<file path="config.mk">
export PLATFORM = sky130hd
export DESIGN_NAME = booth_seq_mul
export DESIGN_NICKNAME = d
export VERILOG_FILES = /design/src/rtl/booth_pkg.sv /design/src/rtl/booth_ctrl.sv /design/src/rtl/booth_addsub.sv /design/src/rtl/booth_datapath.sv /design/src/rtl/booth_seq_mul.sv
export SDC_FILE = /design/constraint.sdc
export NUM_CORES = 1
export LEC_CHECK = 0
export ABC_AREA = 1
export ABC_CLOCK_PERIOD_IN_PS = 6700
export BUFFER_PORTS_ARGS = -buffer_cell sky130_fd_sc_hd__buf_4
export CAP_MARGIN = 20
export CORE_ASPECT_RATIO = 0.9
export CORE_MARGIN = 3
export CORE_UTILIZATION = 57
export DETAILED_ROUTE_END_ITERATION = 12
export GPL_TIMING_DRIVEN = 0
export PLACE_DENSITY_LB_ADDON = 0.05
export SLEW_MARGIN = 30
export SYNTH_ARGS = -nofsm -noshare
export SYNTH_HDL_FRONTEND = slang
export SYNTH_SLANG_ARGS = --single-unit
export TNS_END_PERCENT = 30
</file>
<file path="constraint.sdc">
create_clock -name clk -period 6.7 [get_ports clk]
set_input_delay 1.34 -clock clk [delete_from_list [all_inputs] [get_ports clk]]
set_output_delay 1.34 -clock clk [all_outputs]
set_load 0.02 [all_outputs]
</file>
<file path="src/rtl/booth_pkg.sv">
package booth_pkg;

  typedef enum logic [1:0] {
    ST_IDLE = 2'd0,
    ST_RUN  = 2'd1
  } booth_state_t;

  typedef enum logic [1:0] {
    OP_KEEP = 2'd0,
    OP_ADD  = 2'd1,
    OP_SUB  = 2'd2
  } booth_op_t;

  // Radix-2 recoding of (current bit, previous bit)
  function automatic booth_op_t booth_decode(input logic cur, input logic prev);
    booth_op_t op;
    case ({cur, prev})
      2'b10:   op = OP_SUB;
      2'b01:   op = OP_ADD;
      default: op = OP_KEEP;
    endcase
    return op;
  endfunction

endpackage

</file>
<file path="src/rtl/booth_ctrl.sv">
module booth_ctrl #(
  parameter int WIDTH = 32
) (
  input  logic clk,
  input  logic rst,
  input  logic start,
  output logic load,
  output logic step,
  output logic last,
  output logic busy,
  output logic done
);
  import booth_pkg::*;

  localparam int CW = (WIDTH > 1) ? $clog2(WIDTH) : 1;
  localparam logic [CW-1:0] LAST_IDX = CW'(WIDTH - 1);

  booth_state_t state_q;
  logic [CW-1:0] iter_q;
  logic          done_q;

  assign busy = (state_q == ST_RUN);
  assign load = start && (state_q == ST_IDLE);
  assign step = busy;
  assign last = busy && (iter_q == LAST_IDX);
  assign done = done_q;

  always_ff @(posedge clk) begin
    if (rst) begin
      state_q <= ST_IDLE;
      iter_q  <= '0;
      done_q  <= 1'b0;
    end else begin
      done_q <= 1'b0;
      case (state_q)
        ST_IDLE: begin
          if (start) begin
            state_q <= ST_RUN;
            iter_q  <= '0;
          end
        end
        ST_RUN: begin
          iter_q <= iter_q + 1'b1;
          if (iter_q == LAST_IDX) begin
            state_q <= ST_IDLE;
            done_q  <= 1'b1;
          end
        end
        default: state_q <= ST_IDLE;
      endcase
    end
  end

endmodule

</file>
<file path="src/rtl/booth_addsub.sv">
module booth_addsub #(
  parameter int WIDTH = 32
) (
  input  logic [WIDTH:0]   acc,
  input  logic [WIDTH-1:0] mcand,
  input  logic             sub,
  output logic [WIDTH:0]   sum
);
  logic [WIDTH:0] ext;
  logic [WIDTH:0] opnd;

  assign ext  = {mcand[WIDTH-1], mcand};
  assign opnd = ext ^ {(WIDTH+1){sub}};
  assign sum  = acc + opnd + {{WIDTH{1'b0}}, sub};

endmodule

</file>
<file path="src/rtl/booth_datapath.sv">
module booth_datapath #(
  parameter int WIDTH = 32
) (
  input  logic               clk,
  input  logic               rst,
  input  logic               load,
  input  logic               step,
  input  logic [WIDTH-1:0]   mcand_in,
  input  logic [WIDTH-1:0]   mplier_in,
  output logic [2*WIDTH-1:0] next_result
);
  import booth_pkg::*;

  // upper half carries one guard bit so min*min stays in range
  logic [WIDTH:0]   hi_q;
  logic [WIDTH-1:0] lo_q;
  logic             prev_q;
  logic [WIDTH-1:0] mcand_q;

  booth_op_t        op;
  logic [WIDTH:0]   sum;
  logic [WIDTH:0]   hi_upd;
  logic [WIDTH:0]   hi_shift;
  logic [WIDTH-1:0] lo_shift;

  assign op = booth_decode(lo_q[0], prev_q);

  booth_addsub #(.WIDTH(WIDTH)) u_addsub (
    .acc   (hi_q),
    .mcand (mcand_q),
    .sub   (op == OP_SUB),
    .sum   (sum)
  );

  assign hi_upd   = (op == OP_KEEP) ? hi_q : sum;
  assign hi_shift = {hi_upd[WIDTH], hi_upd[WIDTH:1]};
  assign lo_shift = {hi_upd[0], lo_q[WIDTH-1:1]};
  assign next_result = {hi_shift[WIDTH-1:0], lo_shift};

  always_ff @(posedge clk) begin
    if (rst) begin
      hi_q    <= '0;
      lo_q    <= '0;
      prev_q  <= 1'b0;
      mcand_q <= '0;
    end else if (load) begin
      hi_q    <= '0;
      lo_q    <= mplier_in;
      prev_q  <= 1'b0;
      mcand_q <= mcand_in;
    end else if (step) begin
      hi_q    <= hi_shift;
      lo_q    <= lo_shift;
      prev_q  <= lo_q[0];
    end
  end

endmodule

</file>
<file path="src/rtl/booth_seq_mul.sv">
module booth_seq_mul #(
  parameter int WIDTH = 32
) (
  input  logic               clk,
  input  logic               rst,
  input  logic               start,
  input  logic [WIDTH-1:0]   mcand,
  input  logic [WIDTH-1:0]   mplier,
  output logic               busy,
  output logic               done,
  output logic [2*WIDTH-1:0] product
);
  logic load, step, last;
  logic [2*WIDTH-1:0] next_result;
  logic [2*WIDTH-1:0] product_q;

  booth_ctrl #(.WIDTH(WIDTH)) u_ctrl (
    .clk   (clk),
    .rst   (rst),
    .start (start),
    .load  (load),
    .step  (step),
    .last  (last),
    .busy  (busy),
    .done  (done)
  );

  booth_datapath #(.WIDTH(WIDTH)) u_dp (
    .clk         (clk),
    .rst         (rst),
    .load        (load),
    .step        (step),
    .mcand_in    (mcand),
    .mplier_in   (mplier),
    .next_result (next_result)
  );

  always_ff @(posedge clk) begin
    if (rst) product_q <= '0;
    else if (last) product_q <= next_result;
  end

  assign product = product_q;

endmodule

</file>
Yosys cells after proc, flatten, opt, wreduce, memory -nomap -nowiden:

Index checks and enable logic that the tools add are counted.

* bits of input ports: 67
* logic and storage cells: 40
* register bits after elaboration: 169
* output and inout bits: 66

* reduce and logical (&&, ||, !) cells: 10
* bitwise logic cells: 2
* multiplexer cells: 10
* equal/unequal tests: 7
* add/sub/neg operators: 3

Operators by type and width (count)
* 32-bit two-way mux: 2
* 33-bit by 1-bit adder with 33-bit output: 1
* 33-bit adder: 1
* 33-bit two-way mux: 1
* 33-bit XOR: 1
* 5-bit one-hot mux with 2 select lines: 1
* 2-bit one-hot mux with 2 select lines: 2
* 5-bit by 1-bit adder with 5-bit output, second input constant: 1
* 5-bit == test, second input constant: 1
* 5-bit two-way mux: 1
* 2-bit by 1-bit == test with 1-bit output, second input constant: 2
* 2-bit == test, second input constant: 2
* 2-bit logical NOT: 2
* 2-bit two-way mux: 2
* 2-bit inequality test, second input constant: 2
* 2-bit AND reduction: 2
* 2-bit nonzero test: 2
* 2-bit OR reduction: 2
* 1-bit logical AND: 2
* 1-bit two-way mux: 1
* 1-bit inverter: 1

Depth between registers and ports, before layout:

* depth after elaboration: 9
* gate-level depth with buffers: 21
* depth with buffers taken out: 19

By module:

From an unflattened synthesis, not the netlist that was laid out.

* cell total of the unflattened synthesis: 1580
* area, all modules: 9912.0 sq um

Modules (own cells, without submodules)
* booth_datapath: area each 4305.4 sq um, times used 1, cells each 631, sequential area each 1941.9 sq um
* booth_seq_mul: area each 2666.3 sq um, times used 1, cells each 405, sequential area each 1281.2 sq um
* booth_addsub: area each 2596.2 sq um, times used 1, cells each 500, sequential area each 0.0 sq um
* booth_ctrl: area each 344.1 sq um, times used 1, cells each 44, sequential area each 140.1 sq um

Least setup slack after synthesis:

No wires, ideal clock.

* path type: reg2reg
* start: register u_dp.prev_q
* end: register u_dp.hi_q[19]
* arrival time: 2.336 ns
* required time: 6.591 ns
* setup time: 0.109 ns
* path slack: 4.255 ns
* cell stages (with the launch flop): 21
* path buffers: 2
* clock period less this slack: 2.445 ns
* path through: dfxtp_1 inv_1 ha_1 buf_6 buf_2 xor2_1 fa_1 nand2_2 nand2_1 nand3b_1 nand2_1 nand2_1 nand2_1 nand2_1 nand2_1 nand2_1 nand3_2 o21ai_2 nand2_1 nand2_1 inv_1

* word-level cells in the longest chain between the ends: 7
* elaborated cells between the ends (all ways): 9
* those cells by class: add/sub: 2; eq/ne: 3; mux: 2; bitwise: 1; reduce/logical: 1

Ends and longest elaborated chain
* start, declared: line booth_datapath.sv:17 `logic prev_q;`
* start signal, assigned: line booth_datapath.sv:54 `prev_q <= lo_q[0];`
* 2-bit by 1-bit == test with 1-bit output / 2-bit == test (equally long branches): line booth_pkg.sv:17 `case ({cur, prev})`
* 2-bit one-hot mux with 2 select lines *: line booth_pkg.sv:17
* 2-bit == test: line booth_datapath.sv:31 `.sub (op == OP_SUB),`
* 33-bit XOR: line booth_addsub.sv:13 `assign opnd = ext ^ {(WIDTH+1){sub}};`
* 33-bit adder: line booth_addsub.sv:14 `assign sum = acc + opnd + {{WIDTH{1'b0}}, sub};`
* 33-bit by 1-bit adder with 33-bit output: line booth_addsub.sv:14
* 33-bit two-way mux *: line booth_datapath.sv:35 `assign hi_upd = (op == OP_KEEP) ? hi_q : sum;`
* end signal, assigned: line booth_datapath.sv:52 `hi_q <= hi_shift;`
* end, declared: line booth_datapath.sv:15 `logic [WIDTH:0] hi_q;`

Mark *: on every way between the ends. The rest lies on a longest branch, timed or not.
A chain may end at the register's enable or synchronous reset.

Final worst setup path:

* start: register u_dp.lo_q[0]
* end: register product_q[59] (netlist: product[59])

* word-level cells in the longest chain between the ends: 7
* elaborated cells between the ends (all ways): 9
* those cells by class: add/sub: 2; eq/ne: 3; mux: 2; bitwise: 1; reduce/logical: 1

Ends and longest elaborated chain
* start, declared: line booth_datapath.sv:16 `logic [WIDTH-1:0] lo_q;`
* start signal, assigned: line booth_datapath.sv:48 `lo_q <= mplier_in;`
* start signal, assigned: line booth_datapath.sv:53 `lo_q <= lo_shift;`
* 2-bit by 1-bit == test with 1-bit output / 2-bit == test (equally long branches): line booth_pkg.sv:17
* 2-bit one-hot mux with 2 select lines *: line booth_pkg.sv:17
* 2-bit == test: line booth_datapath.sv:31
* 33-bit XOR: line booth_addsub.sv:13
* 33-bit adder: line booth_addsub.sv:14
* 33-bit by 1-bit adder with 33-bit output: line booth_addsub.sv:14
* 33-bit two-way mux *: line booth_datapath.sv:35
* end signal, assigned: line booth_seq_mul.sv:40 `else if (last) product_q <= next_result;`
* end, declared: line booth_seq_mul.sv:15 `logic [2*WIDTH-1:0] product_q;`

Marks and branches as above.

==> metrics.yaml <==
outcome: "completed"
cts_buffers: 17
layout_common_cells: "nand2_1, inv_1, dfxtp_1"
rrSetupSlack_ns: 3.71
setup_violations: 0
drc_errors: 0
finalCritPeriodShare: 0.447
clkSinkCount: 168
wl_per_cell_um: 15.9
avgSynthCellArea_um2: 6.51
power.leakage_nw: 6.03
drive_above_1_share: 0.135
grt-busiest-layer: "met2"
grtUsageMet1: 0.444
via_count: 9419
yosysSeqAreaShare: 0.368
yosys_warnings: 0
grt_pass1_wl_um: 43900
routed_wirelength_um: 28000
grt_util_met2: 0.488
nNetsFinal: 1655
hold_path_depth: 2
rows: 43
pwr-share-comb: 0.178
die_x_um: 139
cts_tree: "yes"
period_minus_slack_ns: 2.99
path_class: "flop to flop"
setup_tns_ns: 0
drt_iter0_markers: 933
cp.required_ns: 7.03
switching_share: 0.309
critPathSlowestCell: "dfxtp_1"
arrival_ns: 3.32
ant_nets: 0
cpPeakStageDelay_ns: 0.40
hold_end: "product[61]"
drv_slew: 0
post-route-util: 0.705
min-delay-start: "product[61]"
timing.fmax_mhz: 334
die_h_um: 126
p_clk_frac: 0.395
r2r_cells: 18
p_sw_w: 0.000768
vias_per_cell: 5.33
worstPathCellList: "ha_1 > buf_6 > buf_2 > xor2_1 > ha_1 > nand2_1 > nor2_1 > nand3b_1 > nand2_1 > nand2_1 > nand2_1 > nand3_1 > nand2_1 > nand2_1 > nand3_2 > nand2_1 > nand2_1 > nand2_1"
p_per_area_nw_per_um2: 227
netlist_instances: 1403
synth_seq_cells: 168
start_util: 0.588
reg2reg_to: "product[59]"
coreArea_um2: 15500
dieArea_um2: 17600
rsz0062_at_grt: "no"
grt_antenna_before_repair: 0
clock-root-buffer: "clkbuf_16"
grt_usage: 0.314
clk_latency_ns: 0.44
met3_usage: 0.0558
post_cts_buffers: 0
gp_congestion: 0.970
internal_power_w: 0.00172
clk_pin_slew_ns: 0.07
portBuffers: 131
hold_viol: 0
num_io_pins: 133
synth_async_sr_flop_share: 0
cts-resized-gates: 0
critPathMaxFanout: 10
grt_max_degree: 18
insertedDiodeCount: 0
start_kind: "flop"
finClkSkew_ns: 0.0110
first_global_vias: 8516
final_common_cell: "nand2_1"
cts_buffer_depth: 2
syn_nets: 1505
drv_cap: 0
synth_enable_flop_cells: 0
max-vdd-ir-drop_mv: 0.232
r2r-start: "u_dp.lo_q[0]"
detailedPlace.worstSlack_ns: 3.74
tightest_slew_ns: 0.705
final.setup.worst_slack_ns: 3.71
max-slew-margin-rel: 0.530
first_pass_iters: 6
p_seq_frac: 0.428
crit_top_cell: "nand2_1"
place_hpwl_um: 21200
synthFlopType: "dfxtp_1"
end_kind: "flop"
synth.distinct_cells: 38
hp-class: "flop to flop"
syn-cell-area_um2: 9140
holdBufCountCts: 0
cts_max_level: 4
gr-total-overflow: 0
area_growth_pct: 20.0
[through the flow]
stage | cell area (um^2) | cells | hold slack, ns | power (W)
after floorplan | 9140 | 1403 | 0.445 | 0.00138
after global placement | 10400 | 1736 | 0.440 | 0.00151
after detailed placement | 10400 | 1736 | 0.443 | 0.00152
after CTS | 11000 | 1768 | 0.457 | 0.00248
after global routing | 11000 | 1768 | 0.477 | 0.00259
final | 11000 | 1768 | 0.456 | 0.00249
[worst max-delay path: cells and delay by family, from the launching register on]
family	cells	cell delay [ns]
xor gates and xnor gates	1	0.14
adders and majority gates	2	0.58
buffers and inverters	2	0.45
DFF	1	0.40
and+or+nand+nor	13	1.31
[power by group through the flow]
stage	sequential (W)	clock [W]	combinational (W)
after floorplan	0.00108	0	0.000297
after global placement	0.00108	0	0.000427
after detailed placement	0.00109	0	0.000431
after CTS	0.00106	0.000984	0.000437
after global routing	0.00107	0.00103	0.000493
final	0.00106	0.000982	0.000442
[Yosys cell counts (2+ instances only)]
master / n / area share
xnor2_1: 2 / 0.0019
nor2_1: 129 / 0.053
a21oi_2: 2 / 0.0019
nand2_1: 455 / 0.19
xor2_1: 38 / 0.036
a22o_1: 14 / 0.013
inv_1: 221 / 0.091
nor2_2: 2 / 0.0014
clkbuf_1: 25 / 0.010
o211ai_1: 4 / 0.0033
o21ai_0: 94 / 0.051
dfxtp_1: 168 / 0.37
nand3_2: 3 / 0.0033
o21ai_1: 6 / 0.0033
nand2_2: 11 / 0.0075
nor3_1: 6 / 0.0033
a21oi_1: 54 / 0.030
a31oi_1: 2 / 0.0014
o21bai_1: 3 / 0.0025
o221ai_1: 17 / 0.016
inv_2: 2 / 0.00082
buf_2: 26 / 0.014
ha_1: 34 / 0.047
buf_1: 5 / 0.0021
nand3b_1: 3 / 0.0025
nand3_1: 65 / 0.036
[routing by layer]
metal	share of wire	vias to the layer above	wire length [um]
met5	0	-	0
met4	0.026	0	740
met3	0.086	53	2420
met2	0.44	396	12200
met1	0.45	4314	12700
li1	-	4656	-
[registers in the layout (all words and copies together) (netlist names)]
register        count
product            64
u_dp.hi_q          32
u_dp.lo_q          32
u_dp.mcand_q       32
u_ctrl.iter_q       5
u_ctrl.done         1
u_ctrl.state_q      1
u_dp.prev_q         1
[worst max path at each step]
stage | slack, ns | depth (start not counted) | start | endpoint
CTS | 3.73 | 18 | u_dp.lo_q[0] | u_dp.hi_q[21]
floorplan | 4.25 | 20 | u_dp.prev_q | u_dp.hi_q[19]
finish | 3.71 | 18 | u_dp.lo_q[0] | product[59]
detailed placement | 3.74 | 18 | u_dp.lo_q[0] | u_dp.hi_q[21]
global placement | 3.74 | 16 | u_dp.lo_q[0] | u_dp.hi_q[18]
global route | 3.45 | 18 | u_dp.lo_q[0] | u_dp.hi_q[21]
[layout make-up]
| class | instances | area [um^2] |
|---|---|---|
| Tap cell | 202 | 253 |
| Sequential cell | 168 | 3360 |
| Fill cell | 1399 | 4580 |
| Buffer | 57 | 254 |
| Clock buffer | 18 | 429 |
| Multi-Input combinational cell | 954 | 4680 |
| Inverter | 224 | 841 |
| Clock inverter | 14 | 163 |
| Timing Repair Buffer | 131 | 983 |
[cells by family (layout without fill, tap and decap cells)]
family | count (synthesis) | count (layout) | share of synthesized area
AOI/OAI and AO/OA | 200 | 200 | 0.126
adders and majority gates | 35 | 35 | 0.0487
buffers and inverters | 281 | 444 | 0.120
and+or+nand+nor | 678 | 678 | 0.298
DFF | 168 | 168 | 0.368
muxes | 1 | 1 | 0.00110
xor gates and xnor gates | 40 | 40 | 0.0383
No activity file was read; power rests on OpenSTA's default activity.
